**config.mk**
```make
export PLATFORM = sky130hd
export DESIGN_NAME = stamp_counter_pair
export DESIGN_NICKNAME = d
export VERILOG_FILES = /design/src/rtl/stamp_pkg.sv /design/src/rtl/stamp_decode.sv /design/src/rtl/stamp_delta.sv /design/src/rtl/stamp_counter.sv /design/src/rtl/stamp_offset.sv /design/src/rtl/stamp_counter_pair.sv
export SDC_FILE = /design/constraint.sdc
export NUM_CORES = 1
export LEC_CHECK = 0
export ABC_CLOCK_PERIOD_IN_PS = 4700
export BUFFER_PORTS_ARGS = -buffer_cell sky130_fd_sc_hd__buf_2
export CAP_MARGIN = 25
export CORE_MARGIN = 4
export CORE_UTILIZATION = 35
export DETAILED_ROUTE_END_ITERATION = 16
export HOLD_SLACK_MARGIN = 0.1
export PLACE_DENSITY = 0.66
export SLEW_MARGIN = 20
export SYNTH_ARGS = -nofsm -noshare
export SYNTH_HDL_FRONTEND = slang
export SYNTH_SLANG_ARGS = --single-unit
```
**constraint.sdc**
```tcl
create_clock -name clk -period 4.7 [get_ports clk]
set_input_delay 1.41 -clock clk [delete_from_list [all_inputs] [get_ports clk]]
set_output_delay 1.41 -clock clk [all_outputs]
set_load 0.02 [all_outputs]
```
**src/rtl/stamp_pkg.sv**
```systemverilog
// Package: shared selection type and default register addresses for the
// timestamp counter pair. Assumes address values fit the chosen address width.
package stamp_pkg;
    typedef enum logic [1:0] {
        SEL_NONE  = 2'd0,
        SEL_STAMP = 2'd1,
        SEL_OFFS  = 2'd2
    } stamp_sel_e;

    localparam int unsigned DEF_STAMP_ADDR = 32'h10;
    localparam int unsigned DEF_OFFS_ADDR  = 32'h3B;
endpackage

```
**src/rtl/stamp_decode.sv**
```systemverilog
// Module: stamp_decode
// Turns the register port address and strobes into one-hot write selects and
// a read selector. Assumes the two register addresses differ.
module stamp_decode
    import stamp_pkg::*;
#(
    parameter int unsigned ADDR_W     = 10,
    parameter int unsigned STAMP_ADDR = DEF_STAMP_ADDR,
    parameter int unsigned OFFS_ADDR  = DEF_OFFS_ADDR
) (
    input  logic [ADDR_W-1:0] addr,
    input  logic              wr,
    input  logic              rd,
    output logic              wr_stamp,
    output logic              wr_offs,
    output stamp_sel_e        rd_sel
);
    localparam logic [ADDR_W-1:0] STAMP_A = ADDR_W'(STAMP_ADDR);
    localparam logic [ADDR_W-1:0] OFFS_A  = ADDR_W'(OFFS_ADDR);

    stamp_sel_e hit;

    // Match the address against the two mapped registers.
    always_comb begin
        if (addr == STAMP_A)      hit = SEL_STAMP;
        else if (addr == OFFS_A)  hit = SEL_OFFS;
        else                      hit = SEL_NONE;
    end

    // Qualify the match with the strobes.
    always_comb begin
        wr_stamp = wr && (hit == SEL_STAMP);
        wr_offs  = wr && (hit == SEL_OFFS);
        rd_sel   = rd ? hit : SEL_NONE;
    end
endmodule

```
**src/rtl/stamp_delta.sv**
```systemverilog
// Module: stamp_delta
// Computes the signed differences between the write data and each register.
// Two's complement subtraction modulo 2^CNT_W serves for either sign.
module stamp_delta #(
    parameter int unsigned CNT_W = 64
) (
    input  logic [CNT_W-1:0] wdata,
    input  logic [CNT_W-1:0] cnt_q,
    input  logic [CNT_W-1:0] adj_q,
    output logic [CNT_W-1:0] cnt_delta,
    output logic [CNT_W-1:0] adj_delta
);
    // Difference a write would apply to each register.
    always_comb begin
        cnt_delta = wdata - cnt_q;
        adj_delta = wdata - adj_q;
    end
endmodule

```
**src/rtl/stamp_counter.sv**
```systemverilog
// Module: stamp_counter
// The free-running counter. It loads on a direct write, takes the offset delta
// plus its normal tick on an offset write, and otherwise increments.
// Assumes at most one of the write selects is high.
module stamp_counter #(
    parameter int unsigned CNT_W = 64
) (
    input  logic             clk,
    input  logic             rst_n,
    input  logic             wr_stamp,
    input  logic             wr_offs,
    input  logic [CNT_W-1:0] wdata,
    input  logic [CNT_W-1:0] adj_delta,
    output logic [CNT_W-1:0] cnt_q
);
    localparam logic [CNT_W-1:0] ONE = CNT_W'(1);

    logic [CNT_W-1:0] cnt_d;

    // Select the next counter value.
    always_comb begin
        if (wr_stamp)      cnt_d = wdata;
        else if (wr_offs)  cnt_d = cnt_q + adj_delta + ONE;
        else               cnt_d = cnt_q + ONE;
    end

    // Counter register with synchronous active-low reset.
    always_ff @(posedge clk) begin
        if (!rst_n) cnt_q <= '0;
        else        cnt_q <= cnt_d;
    end
endmodule

```
**src/rtl/stamp_offset.sv**
```systemverilog
// Module: stamp_offset
// The offset register. It loads on a direct write, follows the counter delta
// on a counter write, and otherwise holds.
// Assumes at most one of the write selects is high.
module stamp_offset #(
    parameter int unsigned CNT_W = 64
) (
    input  logic             clk,
    input  logic             rst_n,
    input  logic             wr_stamp,
    input  logic             wr_offs,
    input  logic [CNT_W-1:0] wdata,
    input  logic [CNT_W-1:0] cnt_delta,
    output logic [CNT_W-1:0] adj_q
);
    logic [CNT_W-1:0] adj_d;

    // Select the next offset value.
    always_comb begin
        if (wr_offs)        adj_d = wdata;
        else if (wr_stamp)  adj_d = adj_q + cnt_delta;
        else                adj_d = adj_q;
    end

    // Offset register with synchronous active-low reset.
    always_ff @(posedge clk) begin
        if (!rst_n) adj_q <= '0;
        else        adj_q <= adj_d;
    end
endmodule

```
**src/rtl/stamp_counter_pair.sv**
```systemverilog
// Module: stamp_counter_pair (top)
// Timestamp counter and offset register coupled by write deltas, with a
// register port and a constant capability word.
// Assumes a single address per cycle, so only one write can occur.
module stamp_counter_pair
    import stamp_pkg::*;
#(
    parameter int unsigned CNT_W      = 64,
    parameter int unsigned ADDR_W     = 10,
    parameter int unsigned FEAT_W     = 32,
    parameter int unsigned FEAT_BIT   = 1,
    parameter int unsigned STAMP_ADDR = DEF_STAMP_ADDR,
    parameter int unsigned OFFS_ADDR  = DEF_OFFS_ADDR
) (
    input  logic              clk,
    input  logic              rst_n,
    input  logic [ADDR_W-1:0] reg_addr,
    input  logic [CNT_W-1:0]  reg_wdata,
    input  logic              reg_wr,
    input  logic              reg_rd,
    output logic [CNT_W-1:0]  reg_rdata,
    output logic [FEAT_W-1:0] feature_word
);
    logic             wr_stamp;
    logic             wr_offs;
    stamp_sel_e       rd_sel;
    logic [CNT_W-1:0] cnt_q;
    logic [CNT_W-1:0] adj_q;
    logic [CNT_W-1:0] cnt_delta;
    logic [CNT_W-1:0] adj_delta;

    stamp_decode #(
        .ADDR_W(ADDR_W), .STAMP_ADDR(STAMP_ADDR), .OFFS_ADDR(OFFS_ADDR)
    ) u_decode (
        .addr(reg_addr), .wr(reg_wr), .rd(reg_rd),
        .wr_stamp(wr_stamp), .wr_offs(wr_offs), .rd_sel(rd_sel)
    );

    stamp_delta #(.CNT_W(CNT_W)) u_delta (
        .wdata(reg_wdata), .cnt_q(cnt_q), .adj_q(adj_q),
        .cnt_delta(cnt_delta), .adj_delta(adj_delta)
    );

    stamp_counter #(.CNT_W(CNT_W)) u_counter (
        .clk(clk), .rst_n(rst_n), .wr_stamp(wr_stamp), .wr_offs(wr_offs),
        .wdata(reg_wdata), .adj_delta(adj_delta), .cnt_q(cnt_q)
    );

    stamp_offset #(.CNT_W(CNT_W)) u_offset (
        .clk(clk), .rst_n(rst_n), .wr_stamp(wr_stamp), .wr_offs(wr_offs),
        .wdata(reg_wdata), .cnt_delta(cnt_delta), .adj_q(adj_q)
    );

    // Combinational read multiplexer; unmapped or idle reads give zero.
    always_comb begin
        case (rd_sel)
            SEL_STAMP: reg_rdata = cnt_q;
            SEL_OFFS:  reg_rdata = adj_q;
            default:   reg_rdata = '0;
        endcase
    end

    // Capability word: one set bit at FEAT_BIT.
    for (genvar b = 0; b < FEAT_W; b++) begin : g_feat
        assign feature_word[b] = (b == FEAT_BIT);
    end
endmodule

```
### Word-level counts from Yosys, hierarchy flattened

Cells that the tools add are included.

| operators by class | value |
|---|---|
| $add $sub $neg | 6 |
| multiply operators | 0 |
| div/mod/pow operators | 0 |
| order comparisons | 0 |
| eq/ne operators | 6 |
| shift operators | 0 |
| multiplexer cells | 8 |
| bitwise gates (word level) | 0 |
| reductions and logical operators | 3 |

Operators with widths:

| kind | count |
|---|---|
| $mux 64 | 4 |
| $add 64x1->64 const B | 2 |
| $add 64x64->64 | 2 |
| $pmux 64 s2 | 1 |
| $sub 64x64->64 | 2 |
| $eq 10x5->1 const B | 1 |
| $eq 10x6->1 const B | 1 |
| $mux 2 | 3 |
| $eq 2x1->1 const B | 2 |
| $eq 2x2->1 const B | 2 |
| $logic_and 1x1->1 | 2 |
| $reduce_bool 2->1 | 1 |

| word-level totals | value |
|---|---|
| flip-flop bits (word level) | 128 |
| latch bits | 0 |
| RAM bits | 0 |
| bits in read-only memories | 0 |
| bits of input ports | 78 |
| output and inout bits | 96 |
| word-level logic and storage cells | 25 |
| memories | 0 |

### Logic depth before layout (Yosys ltp)

Gate-level depths: netlist of run 1.

| depth | value |
|---|---|
| depth in word-level cells | 7 |
| depth in mapped cells | 16 |
| mapped depth without buffers | 16 |

### By module

A second synthesis of run 1 with hierarchy kept.

| unflattened totals | value |
|---|---|
| cells, all modules | 3340 |
| area total of the unflattened synthesis | 23560.1 um^2 |

Modules (own cells, without submodules):

| module | instances | cells an instance | area each (um^2) | seq. area each (um^2) |
|---|---|---|---|---|
| stamp_counter | 1 | 1079 | 7916.3 | 1281.2 |
| stamp_delta | 1 | 1203 | 7727.4 | 0.0 |
| stamp_offset | 1 | 862 | 6528.8 | 1281.2 |
| stamp_counter_pair | 1 | 187 | 1318.8 | 0.0 |
| stamp_decode | 1 | 9 | 68.8 | 0.0 |

### Worst setup path after synthesis of run 1

No wires, ideal clock.

| timing | value |
|---|---|
| kind | input to register |
| from | input port reg_wdata[0] |
| to | register u_counter.cnt_q[56] |
| library setup time | 0.095 ns |
| arrival time | 4.750 ns |
| path slack | -0.145 ns |
| cell stages on the path | 16 |
| buffers on the path | 0 |
| cells stage by stage | inv_1 > fa_1 > inv_1 > ha_1 > or2_2 > fa_1 > a21o_1 > a31oi_1 > o21a_1 > a211oi_1 > nor4_1 > o31ai_2 > a21oi_1 > o31a_1 > xor2_1 > a221oi_1 |

| on the way | value |
|---|---|
| word-level cells in the longest chain between the ends | 5 |

RTL lines:

| what | line | RTL |
|---|---|---|
| start, declared | stamp_counter_pair.sv:18 | `input logic [CNT_W-1:0] reg_wdata,` |
| $sub 64x64->64 | stamp_delta.sv:16 | `adj_delta = wdata - adj_q;` |
| $add 64x64->64 | stamp_counter.sv:23 | `else if (wr_offs) cnt_d = cnt_q + adj_delta + ONE;` |
| $add 64x1->64 | stamp_counter.sv:23 |  |
| $mux 64 | stamp_counter.sv:23 |  |
| $mux 64 | stamp_counter.sv:22 | `if (wr_stamp) cnt_d = wdata;` |
| end signal, assigned | stamp_counter.sv:30 | `else cnt_q <= cnt_d;` |
| end, declared | stamp_counter.sv:14 | `output logic [CNT_W-1:0] cnt_q` |

Every way passes these cells.
A chain may end at the register's enable or synchronous reset.

### Worst setup path in the final report of run 1

| timing | value |
|---|---|
| from | input port reg_addr[2] |
| to | output port reg_rdata[63] |

| on the way | value |
|---|---|
| word-level cells in the longest chain between the ends | 6 |

RTL lines:

| what | line | RTL |
|---|---|---|
| start, declared | stamp_counter_pair.sv:17 | `input logic [ADDR_W-1:0] reg_addr,` |
| $eq 10x6->1 | stamp_decode.sv:26 | `else if (addr == OFFS_A) hit = SEL_OFFS;` |
| $mux 2 | stamp_decode.sv:26 |  |
| $mux 2 * | stamp_decode.sv:25 | `if (addr == STAMP_A) hit = SEL_STAMP;` |
| $mux 2 * | stamp_decode.sv:34 | `rd_sel = rd ? hit : SEL_NONE;` |
| $eq 2x2->1 or $eq 2x1->1 (tied branches) | stamp_counter_pair.sv:56 | `case (rd_sel)` |
| $pmux 64 s2 * | stamp_counter_pair.sv:56 |  |
| end, declared | stamp_counter_pair.sv:21 | `output logic [CNT_W-1:0] reg_rdata,` |

Every way passes the cells marked *; elsewhere a longest branch is shown, timed or not.

==> reports/qor.csv, run 1 <==
stage,metric,value,unit
sta,fmax,212.5,MHz
final_layout,layout cell share with drive strength beyond 1,0.2359,
final_layout,Reg area,0.002562,mm²
placement,placed cell count,3672,
logic_synthesis,most common cell in the synthesized netlist,inv_1,
clock_tree,Clock Tree Buf Depth,2,
final_layout,n_diodes,0,
floorplanning,Core ar.,0.05266,mm²
job,max cap viols,0,
sta,"Period Utilization, post-route",1.001,
clock_tree,TritonCTS Buffers,17,
placement,IO Port Bufs,141,
drt,routed len/inst,19.52,µm
logic_synthesis,asr flop ratio synth,0,
logic_synthesis,Yosys top cell area share,0.1372,
critical_path,Slowest cell on crit path,or4b_1,
logic_synthesis,post-synthesis cell count,2505,
global_route,total track usage,0.2481,
sta,RSZ-0062 raised after global routing,yes,
clock_tree,TritonCTS clock tree,built,
run_status,violated checks,negative setup slack,
clock_tree,Worst-path clk slew,0.05,ns
clock_tree,CTS Hold Buffers Added,0,
pwr,VDD IR max,0.2865,mV
global_route,global-route wire length before repair,111400,µm
drt,vias per cell,5.430,
sta,Slew Limit Fails,0,
critical_path,crit path cell chain,buf_2 -> or4b_1 -> nor3_2 -> nand2_2 -> nor2_4 -> buf_4 -> buf_12 -> a22o_1 -> buf_2,
global_route,vias in the first global route,19870,
critical_path,crit path kind,input port to output port,
placement,dpl hpwl,56790,µm
critical_path,CP endpoint kind,output port,
critical_path,crit path DAT,3.30,ns
drt,DRC violations left,0,
min_path,worst hold-check path type,register to register,
clock_tree,Num Clock Sinks,128,
final_layout,area grow syn2layout,29.25,%
floorplanning,Die Wd,239.0,µm
critical_path,worst-case reg-to-reg path depth,17,
drt,DRT Wirelength,72450,µm
logic_synthesis,YS warnings,0,
sta,fin worst setup slack,-0.006399,ns
logic_synthesis,prevailing post-synth register cell,dfxtp_1,
drt,post-route ant nets,0,
clock_tree,CTS root buf,clkbuf_16,
critical_path,critical path's most frequent cell,buf_2,
critical_path,crit-path max FO,12,
sta,Final min period,4.706,ns
sta,count of final hold-check violations,0,
final_layout,# fillers,5358,
sta,Hold WS,0.5606,ns
logic_synthesis,Avg Synthesized Cell Area,7.455,µm²
floorplanning,Die Y,239.0,µm
logic_synthesis,sequential share of the synthesized area,0.1372,
critical_path,CP max stage delay,0.52,ns
sta,Worst Tran Pin Value,0.8904,ns
sta,relative slew slack,0.4010,
logic_synthesis,most frequent cells after synthesis,"408 x inv_1, 229 x a21oi_1, 188 x nand2_1",
global_route,initial antenna violation count,0,
critical_path,crit path buf inv count,4,
critical_path,CP startpoint kind,input port,
critical_path,Worst path top cell family by delay,simple AND/OR/NAND/NOR gates,
floorplanning,# rows,84,
run_status,status,finished with violations,
final_layout,multi-input logic area,0.01420,mm²
floorplanning,Initial Util,0.3546,
logic_synthesis,synthesized flop and latch total,128,
final_layout,Final Non-Filler Cells,3711,
sta,# setup viols final,1,
logic_synthesis,Post-synth EDFFs,0,
logic_synthesis,Synth area leader,dfxtp_1,
floorplanning,Die ar.,0.05711,mm²
logic_synthesis,Cell variety after synth,80,
logic_synthesis,Mapped Area,0.01867,mm²
min_path,hold depth,2,
final_layout,layout net count,3346,
pwr,Power per Cell Area,186.4,mW/mm²
global_route,grt total ovfl,0,
drt,initial drt markers,1802,
sta,Layout Skew,0.01843,ns
floorplanning,# IOs,174,
clock_tree,"Clk Latency, worst-skew pair",0.48,ns
global_route,largest net degree at the start of global routing,70,
pwr,P_leak,11.34,nW
critical_path,Crit. path cell count,9,
placement,GPL Wtd Cong,0.9571,
critical_path,CP required,3.29,ns
clock_tree,CTS H-tree depth,4,
logic_synthesis,"top cells by area, synth","dfxtp_1 14%, fa_1 14%, ha_1 8.7%",
drt,detailed-route via count,20150,
drt,First-pass DRT Iterations,6,
-- cell type report --
class,instances,share of cell area
clock buffers,23,0.01939
clock inverters,7,0.002592
inverters,408,0.06350
multi-input cells,1842,0.5884
flip-flops and latches,128,0.1062
well taps,688,0.03567
repair buffers,615,0.1842
-- routing by layer --
metal	wire length (µm)	global-route usage	up-vias	share of wire
met2	32950	0.3963	846	0.45
li1	-	-	9560	-
met4	2760	0.1018	0	0.038
met1	30670	0.3296	9582	0.42
met3	6063	0.04892	163	0.084
met5	0	0	-	0
-- worst register-to-register path, delay by kind of cell, from the launching register on --
family	cells	cell delay (ns)
AOI/OAI and AO/OA	6	1.19
buffers and inverters	7	0.96
adders and majority gates	2	0.81
DFF	1	0.52
xor gates and xnor gates	1	0.23
and+or+nand+nor	1	0.20
-- timing repair --
item,4_1_cts,5_1_grt
gates cloned,2,0
setup endpoints to repair,36,54
setup buffers,6,1
pin swaps,10,19
resized for setup,13,36
-- path summary, 6_finish.rpt --
| check | from | to | slack [ns] |
|---|---|---|---|
| setup / recovery | reg_addr[2] | reg_rdata[63] | -0.006 |
| hold / removal | u_offset.adj_q[1]$_SDFFE_PN0P_ | u_offset.adj_q[1]$_SDFFE_PN0P_ | 0.56 |
| setup reg to reg | u_counter.cnt_q[18]$_SDFF_PN0_ | u_offset.adj_q[49]$_SDFFE_PN0P_ | 0.67 |
| hold reg to reg | u_offset.adj_q[1]$_SDFFE_PN0P_ | u_offset.adj_q[1]$_SDFFE_PN0P_ | 0.56 |
-- state kept, by name, summed over array words and instances (netlist names) --
name,flops
u_counter.cnt_q,64
u_offset.adj_q,64
-- report_power, final --
part,switching [W],internal (W),total (W)
Combinational,0.00111,0.000952,0.00207
Sequential,0.00000527,0.00109,0.00109
Clock,0.000598,0.000744,0.00134
-- layout by cell type, fill, tap and decap left out, types with 101 or more instances in the layout --
master   count
a21o_1     101
a21oi_1    223
buf_2      137
buf_4      464
dfxtp_1    128
fa_1       125
ha_1       128
inv_1      407
nand2_1    187
nor2_1     135
xnor2_1    118
-- logic make-up (layout without fill, tap and decap cells) --
logic type | after synthesis | in the layout | synth area share
xor gates and xnor gates | 170 | 170 | 0.07973
adders and majority gates | 256 | 256 | 0.2222
and+or+nand+nor | 602 | 602 | 0.1575
other | 2 | 32 | 0.0004022
muxes | 5 | 5 | 0.002814
AOI/OAI and AO/OA | 777 | 777 | 0.2791
DFF | 128 | 128 | 0.1372
buffers and inverters | 565 | 1053 | 0.1210
-- metrics by stage --
stage          setup slack, ns  utilization  cell area [µm²]  total power, W    TNS, ns
4_1_cts               0.008786       0.4555            23990        0.004444          0
3_3_place_gp           -0.4413       0.4418            23260        0.003091     -20.23
2_1_floorplan         -0.01612            -            18800        0.002248   -0.01612
6_report             -0.006399       0.4584            24140        0.004500  -0.006399
3_5_place_dp           -0.5347       0.4418            23260        0.003094     -24.49
5_1_grt               -0.02706       0.4584            24140        0.004720    -0.1097
Note: power is estimated with default switching activity, not from simulation.
==> inputs of run 2 (changes only) <==
- CORE_ASPECT_RATIO: not set -> 1.4
- PLACE_DENSITY: 0.66 -> 0.61
==> reports/qor.csv, run 2 (synthesis results as in run 1) <==
stage,metric,value,unit,change
run_status,status,finished clean,,
final_layout,area grow syn2layout,33.76,%,
clock_tree,Num Clock Sinks,128,,unchanged
final_layout,post-route design area,0.02498,mm²,+3.5%
critical_path,critical path's most frequent cell,buf_12,,
critical_path,CP endpoint kind,output port,,
placement,GPL Wtd Cong,1.011,,+5.6%
final_layout,"most common cell after layout, fill and taps aside",buf_4,,
critical_path,crit path DAT,3.27,ns,-0.03 ns
sta,relative slew slack,0.3596,,-0.04135
clock_tree,CTS Hold Buffers Added,0,,unchanged
sta,Layout Skew,0.02092,ns,+0.002499 ns
clock_tree,TritonCTS clock tree,built,,
critical_path,crit path buf inv count,4,,unchanged
critical_path,CP startpoint kind,input port,,
placement,Post-DP Area,0.02349,mm²,+0.98%
min_path,worst hold-check path type,register to register,,
floorplanning,Die ar.,0.05717,mm²,about the same
drt,detailed-route via count,20650,,+2.5%
clock_tree,CTS H-tree depth,4,,unchanged
floorplanning,# IOs,174,,unchanged
placement,IO Port Bufs,141,,unchanged
final_layout,layout cell share with drive strength beyond 1,0.2544,,+0.01856
sta,# setup viols final,0,,-1
drt,initial drt markers,1347,,-25%
pwr,P_leak,11.61,nW,+2.4%
sta,Final min period,4.675,ns,-0.03133 ns
critical_path,CP required,3.29,ns,about the same
clock_tree,TritonCTS Buffers,17,,unchanged
global_route,largest net degree at the start of global routing,94,,+34%
pwr,VDD IR max,0.2471,mV,-14%
floorplanning,Die Y,281.3,µm,+18%
floorplanning,Core ar.,0.05252,mm²,-0.26%
critical_path,CP max stage delay,0.54,ns,+0.02 ns
final_layout,Reg area,0.002562,mm²,unchanged
sta,count of final hold-check violations,0,,unchanged
placement,dpl hpwl,60960,µm,+7.4%
global_route,global-route wire length before repair,117900,µm,+5.8%
drt,routed len/inst,20.80,µm,+6.6%
clock_tree,Clock Tree Buf Depth,2,,unchanged
pwr,Final Power,0.004662,W,+3.6%
sta,Hold WS,0.5730,ns,+0.01235 ns
critical_path,crit-path max FO,11,,-1
global_route,initial antenna violation count,3,,+3
critical_path,crit path cell chain,buf_6 -> or4b_4 -> nor3_4 -> nand2_4 -> nor2_4 -> buf_12 -> buf_12 -> a22o_1 -> buf_2,,
global_route,vias in the first global route,21230,,+6.9%
final_layout,layout net count,3376,,+0.90%
drt,DRT Wirelength,78300,µm,+8.1%
final_layout,"commonest cells after routing, fill and taps aside","507 x buf_4, 406 x inv_1, 220 x a21oi_1",,
pwr,Power per Cell Area,186.6,mW/mm²,+0.10%
final_layout,# fillers,5286,,-1.3%
sta,RSZ-0062 raised after global routing,yes,,
sta,Worst Tran Pin Value,0.9518,ns,+0.06146 ns
floorplanning,# rows,99,,+18%
final_layout,Largest regs,"u_counter.cnt_q (64), u_offset.adj_q (64)",,
clock_tree,"Clk Latency, worst-skew pair",0.48,ns,about the same
sta,"Period Utilization, post-route",0.9947,,-0.006666
critical_path,Slowest cell on crit path,or4b_4,,
job,max cap viols,0,,unchanged
drt,vias per cell,5.487,,+1.0%
critical_path,Worst path top cell family by delay,simple AND/OR/NAND/NOR gates,,
sta,Slew Limit Fails,0,,unchanged
drt,DRC violations left,0,,unchanged
floorplanning,Initial Util,0.3556,,+0.0009125
floorplanning,Die Wd,203.2,µm,-15%
global_route,total track usage,0.2627,,+0.01466
clock_tree,Worst-path clk slew,0.06,ns,about the same
critical_path,crit path kind,input port to output port,,
sta,fmax,213.9,MHz,+0.67%
clock_tree,CTS root buf,clkbuf_16,,
drt,First-pass DRT Iterations,7,,+1
drt,post-route ant nets,0,,unchanged
global_route,grt total ovfl,0,,unchanged
final_layout,multi-input logic area,0.01443,mm²,+1.6%
run 2: changes by cell type in the layout (fill, tap and decap cells not counted), sizes merged:
cell	change
bufinv	+1
clkinvlp	+3
buf	+27
bufbuf	+1
diode	+3
clkinv	-1
run 2: through the flow:
| step | worst slack (ns) | std cells | setup TNS [ns] | util |
|---|---|---|---|---|
| 6_report | 0.02493 | 3764 | 0 | 0.4756 |
| 5_1_grt | -0.03742 | 3763 | -0.1239 | 0.4756 |
| 2_1_floorplan | -0.01612 | 2535 | -0.01612 | - |
| 3_5_place_dp | -0.6749 | 3711 | -34.57 | 0.4473 |
| 3_3_place_gp | -0.6015 | 3709 | -27.64 | 0.4467 |
| 4_1_cts | -0.007237 | 3752 | -0.01853 | 0.4649 |
run 2: power by group:
group          internal [W]  switching, W
combinational      0.000976       0.00117
clock              0.000829      0.000597
sequential          0.00109    0.00000362
run 2: routing by layer:
metal	part of all wire	global-route usage
met1	0.38	0.2944
met2	0.49	0.4673
met3	0.058	0.03278
met4	0.073	0.1732
met5	0	0
run 2: cell type report:
class | count | share of cell area
tap | 707 | 0.03541
sequential | 128 | 0.1026
clock inverter | 10 | 0.004408
multi-input combinational | 1842 | 0.5777
inverter | 408 | 0.06136
timing repair buffer | 645 | 0.1990
antenna | 3 | 0.0003005
clock buffer | 21 | 0.01923
run 2: repair_timing:
item / CTS / global route
gates resized for setup: 39 / 100
hold endpoints to repair: 0 / 0
gates cloned: 4 / 2
setup endpoints to repair: 79 / 87
buffers inserted: 6 / 7
pin swaps: 13 / 34
run 2: worst paths after layout:
kind | startpoint | endpoint | slack [ns] | depth (start not counted)
worst max-delay path | reg_addr[2] | reg_rdata[43] | 0.02 | 9
worst min-delay path | u_offset.adj_q[0]$_SDFFE_PN0P_ | u_offset.adj_q[0]$_SDFFE_PN0P_ | 0.57 | 2
worst max register to register | u_offset.adj_q[0]$_SDFFE_PN0P_ | u_offset.adj_q[46]$_SDFFE_PN0P_ | 0.57 | 18
worst min register to register | u_offset.adj_q[0]$_SDFFE_PN0P_ | u_offset.adj_q[0]$_SDFFE_PN0P_ | 0.57 | 2
run 2: worst reg2reg max path, stage by stage (launching register included):
cell and delay, ns:
dfxtp_1 0.39, inv_1 0.06, ha_1 0.26, inv_1 0.05, ha_1 0.19, inv_1 0.08
fa_1 0.45, nand2b_1 0.21, a21oi_2 0.20, o21ai_1 0.10, buf_4 0.15, nand4_1 0.19
a41oi_2 0.17, buf_4 0.17, o31a_1 0.38, o311a_1 0.41, o21ai_0 0.24, xnor2_1 0.17
o22ai_1 0.10
